`src/rtl/udma_snoop_pkg.sv`:
```
package udma_snoop_pkg;

    typedef enum logic [1:0] {
        ST_QUIET = 2'd0,
        ST_SETUP = 2'd1,
        ST_WATCH = 2'd2,
        ST_BURST = 2'd3
    } snoop_state_e;

    // handshake lines after synchronization
    typedef struct packed {
        logic req;
        logic ack;
        logic stop;
        logic ready;
    } hs_lines_t;

endpackage

```
`src/rtl/udma_sync.sv`:
```
module udma_sync #(
    parameter int WIDTH  = 1,
    parameter int STAGES = 2
) (
    input  logic             clk,
    input  logic             rst_n,
    input  logic [WIDTH-1:0] async_in,
    output logic [WIDTH-1:0] sync_out
);
    logic [WIDTH-1:0] stage_d [STAGES];
    logic [WIDTH-1:0] stage_q [STAGES];

    always_comb begin
        stage_d[0] = async_in;
        for (int i = 1; i < STAGES; i++) begin
            stage_d[i] = stage_q[i-1];
        end
    end

    always_ff @(posedge clk or negedge rst_n) begin
        if (!rst_n) begin
            for (int i = 0; i < STAGES; i++) begin
                stage_q[i] <= '0;
            end
        end else begin
            for (int i = 0; i < STAGES; i++) begin
                stage_q[i] <= stage_d[i];
            end
        end
    end

    assign sync_out = stage_q[STAGES-1];
endmodule

```
`src/rtl/udma_edge.sv`:
```
module udma_edge #(
    parameter int DATA_W = 16
) (
    input  logic              clk,
    input  logic              rst_n,
    input  logic              strobe_s,
    input  logic [DATA_W-1:0] data_s,
    output logic              strobe_change,
    output logic [DATA_W-1:0] data_at_change
);
    logic prev_d, prev_q;

    always_comb begin
        prev_d = strobe_s;
    end

    always_ff @(posedge clk or negedge rst_n) begin
        if (!rst_n) prev_q <= 1'b0;
        else        prev_q <= prev_d;
    end

    // data went through the same synchronizer depth as the strobe
    assign strobe_change  = strobe_s ^ prev_q;
    assign data_at_change = data_s;
endmodule

```
`src/rtl/udma_ctrl.sv`:
```
module udma_ctrl
    import udma_snoop_pkg::*;
#(
    parameter int DATA_W = 16
) (
    input  logic              clk,
    input  logic              rst_n,
    input  logic              arm_cmd,
    input  logic              disarm,
    input  hs_lines_t         hs,
    input  logic              strobe_change,
    input  logic [DATA_W-1:0] data_at_change,
    output snoop_state_e      state,
    output logic              word_valid,
    output logic [DATA_W-1:0] word_data
);
    typedef struct packed {
        snoop_state_e      st;
        logic              vld;
        logic [DATA_W-1:0] word;
    } ctrl_regs_t;

    ctrl_regs_t r_d, r_q;
    logic       qualified, terminate;

    always_comb begin
        qualified = hs.req & hs.ack & ~hs.stop & hs.ready;
        terminate = hs.stop | ~hs.req | ~hs.ack;

        r_d     = r_q;
        r_d.vld = 1'b0;

        // capture uses the current state, so a word seen at termination survives
        if (r_q.st == ST_BURST && strobe_change) begin
            r_d.vld  = 1'b1;
            r_d.word = data_at_change;
        end

        unique case (r_q.st)
            ST_QUIET: if (arm_cmd)   r_d.st = ST_SETUP;
            ST_SETUP:                r_d.st = ST_WATCH;
            ST_WATCH: if (qualified) r_d.st = ST_BURST;
            ST_BURST: if (terminate) r_d.st = ST_WATCH;
            default:                 r_d.st = ST_QUIET;
        endcase

        if (disarm) r_d.st = ST_QUIET;
    end

    always_ff @(posedge clk or negedge rst_n) begin
        if (!rst_n) begin
            r_q.st   <= ST_QUIET;
            r_q.vld  <= 1'b0;
            r_q.word <= '0;
        end else begin
            r_q <= r_d;
        end
    end

    assign state      = r_q.st;
    assign word_valid = r_q.vld;
    assign word_data  = r_q.word;
endmodule

```
`src/rtl/udma_snoop.sv`:
```
module udma_snoop
    import udma_snoop_pkg::*;
#(
    parameter int DATA_W      = 16,
    parameter int SYNC_STAGES = 2
) (
    input  logic              clk,
    input  logic              rst_n,
    input  logic              arm_cmd,
    input  logic              disarm,
    input  logic              dev_dma_req,
    input  logic              host_dma_ack,
    input  logic              host_stop,
    input  logic              host_ready,
    input  logic              dev_strobe,
    input  logic [DATA_W-1:0] bus_data,
    output logic              word_valid,
    output logic [DATA_W-1:0] word_data,
    output logic [1:0]        snoop_state
);
    localparam int HS_W  = $bits(hs_lines_t);
    localparam int BUS_W = HS_W + 1 + DATA_W;

    logic [BUS_W-1:0]  raw_bus, sync_bus;
    hs_lines_t         hs_raw, hs_s;
    logic              strobe_s, strobe_change;
    logic [DATA_W-1:0] data_s, data_at_change;
    snoop_state_e      st;

    always_comb begin
        hs_raw.req   = dev_dma_req;
        hs_raw.ack   = host_dma_ack;
        hs_raw.stop  = host_stop;
        hs_raw.ready = host_ready;
    end

    assign raw_bus = {hs_raw, dev_strobe, bus_data};

    udma_sync #(.WIDTH(BUS_W), .STAGES(SYNC_STAGES)) u_sync (
        .clk      (clk),
        .rst_n    (rst_n),
        .async_in (raw_bus),
        .sync_out (sync_bus)
    );

    assign hs_s     = sync_bus[BUS_W-1 -: HS_W];
    assign strobe_s = sync_bus[DATA_W];
    assign data_s   = sync_bus[DATA_W-1:0];

    udma_edge #(.DATA_W(DATA_W)) u_edge (
        .clk            (clk),
        .rst_n          (rst_n),
        .strobe_s       (strobe_s),
        .data_s         (data_s),
        .strobe_change  (strobe_change),
        .data_at_change (data_at_change)
    );

    udma_ctrl #(.DATA_W(DATA_W)) u_ctrl (
        .clk            (clk),
        .rst_n          (rst_n),
        .arm_cmd        (arm_cmd),
        .disarm         (disarm),
        .hs             (hs_s),
        .strobe_change  (strobe_change),
        .data_at_change (data_at_change),
        .state          (st),
        .word_valid     (word_valid),
        .word_data      (word_data)
    );

    assign snoop_state = st;
endmodule

```
`config.mk`:
```
export PLATFORM = sky130hd
export DESIGN_NAME = udma_snoop
export DESIGN_NICKNAME = d
export VERILOG_FILES = /design/src/rtl/udma_snoop_pkg.sv /design/src/rtl/udma_sync.sv /design/src/rtl/udma_edge.sv /design/src/rtl/udma_ctrl.sv /design/src/rtl/udma_snoop.sv
export SDC_FILE = /design/constraint.sdc
export NUM_CORES = 1
export LEC_CHECK = 0
export CAP_MARGIN = 20
export CORE_MARGIN = 2
export CORE_UTILIZATION = 45
export DETAILED_ROUTE_END_ITERATION = 10
export MAX_ROUTING_LAYER = met4
export PLACE_DENSITY = 0.72
export SYNTH_ARGS = -nofsm -noshare
export SYNTH_HDL_FRONTEND = slang
export SYNTH_SLANG_ARGS = --single-unit
```
`constraint.sdc`:
```
create_clock -name clk -period 1.7 [get_ports clk]
set_input_delay 0.34 -clock clk [delete_from_list [all_inputs] [get_ports clk]]
set_output_delay 0.34 -clock clk [all_outputs]
set_load 0.01 [all_outputs]
```
# After elaboration in Yosys (flattened, before gate mapping)
# Cells that the tools add are included.
# Widths: inputs -> output; s select.
dict set report op_classes {
  n_reduce_logical 3
  n_eq_ne 6
  muxes 6
  bitwise_logic 9
}
# operator count
set op_table {}
lappend op_table {{$mux 17} 1}
lappend op_table {{$mux 2} 4}
lappend op_table {{$pmux 2 s4} 1}
lappend op_table {{$ne 3x2->1 const B} 2}
lappend op_table {{$eq 2x2->1 const B} 2}
lappend op_table {{$and 1x1->1} 3}
lappend op_table {{$ne 3x3->1 const B} 1}
lappend op_table {{$not 1->1} 3}
lappend op_table {{$reduce_and 3->1} 1}
lappend op_table {{$eq 2x1->1 const B} 1}
lappend op_table {{$logic_not 2->1} 1}
lappend op_table {{$or 1x1->1} 2}
lappend op_table {{$logic_and 1x1->1} 1}
lappend op_table {{$xor 1x1->1} 1}
dict set report word_totals {
  out_inout_bits 19
  elab_cells 30
  register_bits 62
  inputBits 25
}

# Depth between registers and ports, before layout
# Gate-level depths: netlist of run 1.
dict set report depth {
  depth_word 6
  mapped_depth 5
  ltp_nobuf 3
}

# Cells and area by module
# A second synthesis of run 1 with hierarchy kept.
dict set report hier_totals {
  cells_unflattened 104
  hier_area_um2 1965.6
}
# module instances seq_area_each_um2 cells_per_inst area_each_um2
set modules_own_cells {}
lappend modules_own_cells {udma_sync 1 1051.0 42 1051.0}
lappend modules_own_cells {udma_ctrl 1 475.5 44 760.7}
lappend modules_own_cells {udma_edge 1 25.0 18 153.9}

# Worst setup path after synthesis of run 1
# OpenSTA, ideal clock, no wires.
dict set report synth_path {
  path_kind {reg-to-reg}
  from {reg u_edge.prev_q}
  to {reg u_ctrl.r_q (netlist bit u_ctrl.word_data[10])}
  period_less_slack_ns 1.353
  stages_incl_launch_ff 6
  arrival_time_ns 1.228
  n_path_buf 2
  t_required_ns 1.575
  setup_time_ns 0.125
  path_slack_ns 0.347
  path_cell_list {dfrtp_1 -> xor2_1 -> and3_1 -> buf_6 -> buf_12 -> mux2_4}
}
dict set report synth_via {
  elab_chain_len 2
}
# item line
set synth_lines {}
lappend synth_lines {{start: declaration} udma_edge.sv:11} ;# logic prev_d, prev_q;
lappend synth_lines {{start signal: assignment} udma_edge.sv:19} ;# else prev_q <= prev_d;
lappend synth_lines {{$xor 1x1->1} udma_edge.sv:23} ;# assign strobe_change = strobe_s ^ prev_q;
lappend synth_lines {{$logic_and 1x1->1} udma_ctrl.sv:34} ;# if (r_q.st == ST_BURST && strobe_change) begin
lappend synth_lines {{end signal: assignment} udma_ctrl.sv:56} ;# r_q <= r_d;
lappend synth_lines {{end: declaration} udma_ctrl.sv:23} ;# ctrl_regs_t r_d, r_q;
# Every way passes these cells.
# A chain may end at the register's enable or synchronous reset.

# Worst setup path in the final report of run 1
dict set report layout_path {
  from {reg, netlist name u_ctrl.state[1]}
  to {out snoop_state[1]}
}
# item line
set layout_rtl {}
lappend layout_rtl {{end: declaration} udma_snoop.sv:19} ;# output logic [1:0] snoop_state
# No word-level cell between the ends.

==> results.json, run 1 <==
{
  "status": "complete, no violations",
  "cts_buffer_depth": 2,
  "slowest_stage": "clkdlybuf4s50_1",
  "die_y_um": 68.0,
  "fp.dieW_um": 68.0,
  "synth_compound_area_frac": 0.00543,
  "fin_tns_setup_ns": 0,
  "finalNonFillerCells": 198,
  "fin_crit_ns": 1.61,
  "synth_top_family_by_area": "multiplexers",
  "synthTopCellsByArea": "dfrtp_1 (84%), mux2_4 (7.3%), mux2_2 (4.3%), buf_12 (1.1%), buf_6 (0.61%)",
  "cp_cell_sequence": "clkdlybuf4s50_1",
  "port_buffers": 43,
  "grt_usage": 0.142,
  "drive_above_1_share": 0.243,
  "grt_max_degree": 63,
  "nNetsFinal": 168,
  "ios": 44,
  "dieArea_um2": 4620,
  "fin_util": 0.635,
  "power_density_nw_per_um2": 1350,
  "timing.fmax_mhz": 619,
  "antenna_found_initial": 0,
  "diodes": 0,
  "fillers": 293,
  "worst-path-max-fanout": 4,
  "num_rows": 23,
  "clkLatencyLatePin_ns": 0.32,
  "avgSynthCellArea_um2": 20.9,
  "synth_adder_area_share": 0,
  "muxShareOfSynthArea": 0.116,
  "cts_made_buffers": 9,
  "dp_slack_ns": 0.364,
  "grt_pass1_wl_mm": 4.29,
  "synth_top_cell_by_area": "dfrtp_1",
  "relSlewSlack": 0.796,
  "fin_skew_ns": 0.00631,
  "hold_viol": 0,
  "register_area_um2": 1550,
  "synth_cell_type_count": 12,
  "coreArea_um2": 3970,
  "finalCritPeriodShare": 0.950,
  "arrival_ns": 1.27,
  "yosys.area_share.simple": 0.0149,
  "cts.clk_slew.worst_paths_ns": 0.06,
  "yosysMostFrequentCell": "dfrtp_1",
  "drv_cap": 0,
  "critical_path_class": "flip-flop to output pin",
  "postSynthCellCount": 88,
  "firstDrtPassIters": 4,
  "hpwl_mm": 1.70,
  "place.gp.congestion": 0.611,
  "postCtsSetupBuffers": 0,
  "grt_pass1_vias": 929,
  "routed_wl_mm": 2.52,
  "synthXorXnorAreaFrac": 0.00475,
  "rsz0062_at_grt": "false",
  "yosysTopAreaCellShare": 0.842,
  "finalPower_mw": 3.40,
  "worst-path-buf-inv": 1,
  "seq_area_frac_synth": 0.842,
  "crit_path_max_incr_delay_ns": 0.57,
  "p_leak_nw": 1.14,
  "synth_commonest_cells": "dfrtp_1 (62), mux2_4 (9), mux2_2 (7), nor2_1 (2)",
  "worst_pin_slew_ns": 0.305,
  "drv_slew": 0,
  "grt.overflow.total": 0,
  "drtIter0Drc": 61,
  "endpoint_kind": "output pin",
  "cts_sinks": 62,
  "r2r_slack_ns": 0.36,
  "start_util": 0.464,
  "synth_edf_count": 0,
  "cp_top_family": "buffers and inverters",
  "setup_slack_ns": 0.0853,
  "syn-cell-area_um2": 1840,
  "dpl.cell_count": 182,
  "synth-seq-cells": 62,
  "ir_worst_vdd_mv": 0.635,
  "syn_to_final_growth_pct": 36.9,
  "hold_path_class": "input port to asynchronous set/reset pin",
  "ctsHtreeMaxLevel": 3,
  "required_ns": 1.36,
  "postCtsHoldBufs": 0,
  "viasPerCell": 4.48,
  "cts_tree": "done",
  "worstSetupStartpointType": "flip-flop",
  "vias": 887,
  "drc_errors": 0,
  "ys.flop_type": "dfrtp_1",
  "post_cts_resized": 0,
  "avgRoutedWirePerCell_um": 12.7,
  "antenna_left": 0,
  "yosys_warnings": 0,
  "clockRootBuffer": "clkbuf_8",
  "syn_nets": 113,
  "finalSetupViolCount": 0,
  "async_flop_share": 1.00,
  "multiInputGateArea_um2": 260
}
==> through the flow <==
step                      area [µm²]  hold slack [ns]
after floorplan                 1840           0.0444
after global placement          2330            0.332
after detailed placement        2330            0.335
after CTS                       2520           0.0181
after global routing            2520           0.0188
final                           2520           0.0182
==> placed cells by master, fill, tap and decap left out <==
cell type,instances
mux2_2,7
nor2_1,2
a21oi_1,1
buf_12,1
clkinvlp_4,2
clkinv_2,4
and3_1,1
mux2_4,9
o21ai_0,1
xor2_1,1
clkbuf_8,9
buf_4,2
bufinv_16,1
clkdlybuf4s50_1,42
buf_2,1
nand2_1,1
and4b_1,1
dfrtp_1,62
==> power breakdown <==
group / internal [mW] / switching [mW] / leakage, nW
combinational: 0.346 / 0.159 / 0.298
clock: 0.664 / 0.515 / 0.0948
sequential: 1.64 / 0.0765 / 0.749
==> logic make-up (layout without fill, tap and decap cells) <==
| family | after synthesis | count (layout) |
|---|---|---|
| AO/OA/AOI/OAI | 2 | 2 |
| XOR/XNOR | 1 | 1 |
| flip-flops | 62 | 62 |
| AND/OR/NAND/NOR | 5 | 5 |
| multiplexers | 16 | 16 |
| buffers and inverters | 2 | 62 |
==> layer usage <==
layer,vias up,part of all wire,track usage
met4,0,0.014,0.0675
met5,-,0,-
met1,443,0.43,0.179
met2,37,0.47,0.183
met3,6,0.080,0.0806
li1,401,-,-
==> registers in the layout (all words and copies together) (netlist names) <==
register	flops
u_sync.stage_d	21
u_edge.prev_q	1
u_ctrl.word_data	16
u_ctrl.state	2
u_sync.sync_out	21
u_ctrl.word_valid	1
==> final timing paths <==
check | to | startpoint | cells after the start
worst max-delay path | snoop_state[1] | u_ctrl.state[1]$_DFFE_PN0P_ | 1
worst min-delay path | u_ctrl.word_data[13]$_DFFE_PN0P_ | rst_n | 2
worst max register to register | u_ctrl.word_data[12]$_DFFE_PN0P_ | u_edge.prev_q$_DFF_PN0_ | 4
worst min register to register | u_sync.sync_out[4]$_DFF_PN0_ | u_sync.stage_d[4]$_DFF_PN0_ | 0
max in group asynchronous | u_sync.stage_d[4]$_DFF_PN0_ | rst_n | 2
min in group clk | u_sync.sync_out[4]$_DFF_PN0_ | u_sync.stage_d[4]$_DFF_PN0_ | 0
==> layout make-up <==
class                      count  area share
multi-input combinational     24       0.103
tap                           50      0.0248
clock inverter                 7      0.0258
clock buffer                   9      0.0491
timing repair buffer          46       0.182
sequential                    62       0.615
Note: power is estimated with default switching activity, not from simulation.
==> run 2, diff against run 1 <==
- PLACE_DENSITY: 0.72 -> 0.8
==> run 2 against run 1 <==
Against the previous run:
- wire length rose by 7.6%
- combinational power rose by 1%
- first-iteration DRC count grew 6.6%
- critical path depth unchanged
==> results.json, run 2 (synthesis gave the netlist of run 1 again) <==
{
  "status": "complete, no violations",
  "hold_depth": 0,
  "combPwrFrac": 0.139,
  "clockRootBuffer": "clkbuf_8",
  "crit_start": "u_ctrl.state[0]$_DFFE_PN0P_",
  "fin_area_um2": 2580,
  "relSlewSlack": 0.650,
  "start_util": 0.464,
  "cts_sinks": 62,
  "switchingPower_mw": 0.746,
  "crit_path_max_incr_delay_ns": 0.55,
  "cp_top_family": "buffers and inverters",
  "postCtsSetupBuffers": 0,
  "hold_viol": 0,
  "setup_slack_ns": 0.0975,
  "power_density_nw_per_um2": 1420,
  "reg2reg_to": "u_ctrl.word_data[0]$_DFFE_PN0P_",
  "drv_slew": 0,
  "coreArea_um2": 3970,
  "dieArea_um2": 4620,
  "rsz0062_at_grt": "false",
  "grt_pass1_vias": 917,
  "cts.clk_slew.worst_paths_ns": 0.06,
  "fp.dieW_um": 68.0,
  "antenna_found_initial": 0,
  "endpoint_kind": "output pin",
  "drc_errors": 0,
  "grt_max_degree": 41,
  "ios": 44,
  "worst-path-buf-inv": 1,
  "placed_cell_area_um2": 2340,
  "worst_pin_slew_ns": 0.525,
  "slowest_stage": "clkdlybuf4s50_1",
  "num_rows": 23,
  "p_leak_nw": 1.17,
  "firstDrtPassIters": 4,
  "dp_slack_ns": 0.316,
  "critical_path_class": "flip-flop to output pin",
  "port_buffers": 43,
  "vias": 889,
  "nNetsFinal": 168,
  "drv_cap": 0,
  "routed_wl_mm": 2.71,
  "antenna_left": 0,
  "finalCritPeriodShare": 0.943,
  "fin_skew_ns": 0.00609,
  "final_cell_mix": "dfrtp_1 (62), clkdlybuf4s50_1 (42), clkbuf_8 (12), mux2_4 (9), mux2_2 (7)",
  "worstSetupStartpointType": "flip-flop",
  "cell_internal_pwr_mw": 2.93,
  "fin_util": 0.651,
  "hold_path_class": "flip-flop to flip-flop",
  "place.gp.congestion": 0.677,
  "grt.overflow.total": 0,
  "pwr-share-seq": 0.468,
  "final_common_cell": "dfrtp_1",
  "viasPerCell": 4.49,
  "endpoint": "snoop_state[0]",
  "swShare": 0.203,
  "arrival_ns": 1.26,
  "fin_crit_ns": 1.60,
  "cts_tree": "done",
  "finalPower_mw": 3.68,
  "ctsHtreeMaxLevel": 3,
  "syn_to_final_growth_pct": 40.2,
  "worst-path-max-fanout": 4,
  "finalSetupViolCount": 0,
  "diodes": 0,
  "fillers": 276,
  "r2r_start": "u_sync.sync_out[16]$_DFF_PN0_",
  "drtIter0Drc": 65,
  "path_depth": 1,
  "cp_cell_sequence": "clkdlybuf4s50_1",
  "ir_worst_vdd_mv": 0.788,
  "avgRoutedWirePerCell_um": 13.7,
  "cts_buffer_depth": 2,
  "post_cts_resized": 0,
  "ff2ff_path_depth": 4,
  "timing.fmax_mhz": 624,
  "required_ns": 1.36,
  "grt_pass1_wl_mm": 4.42,
  "clock_power_share": 0.393,
  "r2r_slack_ns": 0.31,
  "clkLatencyLatePin_ns": 0.33,
  "drive_above_1_share": 0.230,
  "cts_made_buffers": 9,
  "hpwl_mm": 1.83,
  "grt_usage": 0.146,
  "fin_tns_setup_ns": 0,
  "die_y_um": 68.0
}
## run 2: layer usage
layer | vias to the layer above | track usage | part of all wire
met5 | - | - | 0
met3 | 9 | 0.0493 | 0.063
met2 | 38 | 0.198 | 0.48
met1 | 441 | 0.184 | 0.43
met4 | 0 | 0.105 | 0.028
li1 | 401 | - | -
## run 2: area by class of cell
cell class              instances  area [µm²]  area share
well taps                      50        62.6      0.0242
clock inverters                 3        65.1      0.0252
multi-input cells              24         260       0.101
clock buffers                  13         169      0.0654
repair buffers                 46         475       0.184
flip-flops and latches         62        1550       0.600
## run 2: power by group through the flow
stage / sequential [mW] / combinational (mW) / clock [mW]
2_1_floorplan: 1.78 / 0.136 / 0
3_3_place_gp: 1.74 / 0.502 / 0
3_5_place_dp: 1.75 / 0.517 / 0
4_1_cts: 1.73 / 0.522 / 1.48
5_1_grt: 1.74 / 0.557 / 1.53
6_report: 1.72 / 0.512 / 1.44
## run 2: per-stage QoR
stage / hold slack, ns / cells
5_1_grt: 0.359 / 198
4_1_cts: 0.349 / 198
3_3_place_gp: 0.317 / 181
3_5_place_dp: 0.335 / 181
6_report: 0.348 / 198
2_1_floorplan: 0.0444 / 88
## run 2: how the worst min path moves through the flow
stage                                       from                                to  slack (ns)
finish              u_sync.stage_d[13]$_DFF_PN0_     u_sync.sync_out[13]$_DFF_PN0_        0.35
global route        u_sync.stage_d[20]$_DFF_PN0_     u_sync.sync_out[20]$_DFF_PN0_        0.36
CTS                 u_sync.stage_d[13]$_DFF_PN0_     u_sync.sync_out[13]$_DFF_PN0_        0.35
detailed placement  u_sync.stage_d[13]$_DFF_PN0_     u_sync.sync_out[13]$_DFF_PN0_        0.33
global placement                           rst_n  u_ctrl.word_data[10]$_DFFE_PN0P_        0.32
floorplan                                  rst_n       u_ctrl.state[0]$_DFFE_PN0P_        0.04
## run 2: worst register-to-register path, stage by stage (launching register included)
cell and delay (ns):
dfrtp_1 0.39, xor2_1 0.14, and3_1 0.22, buf_12 0.18
mux2_2 0.35
## run 2: repair_timing
action,CTS,global route
endpoints found under the setup margin,0,0
hold buffers,1,0
hold endpoints to repair,22,0
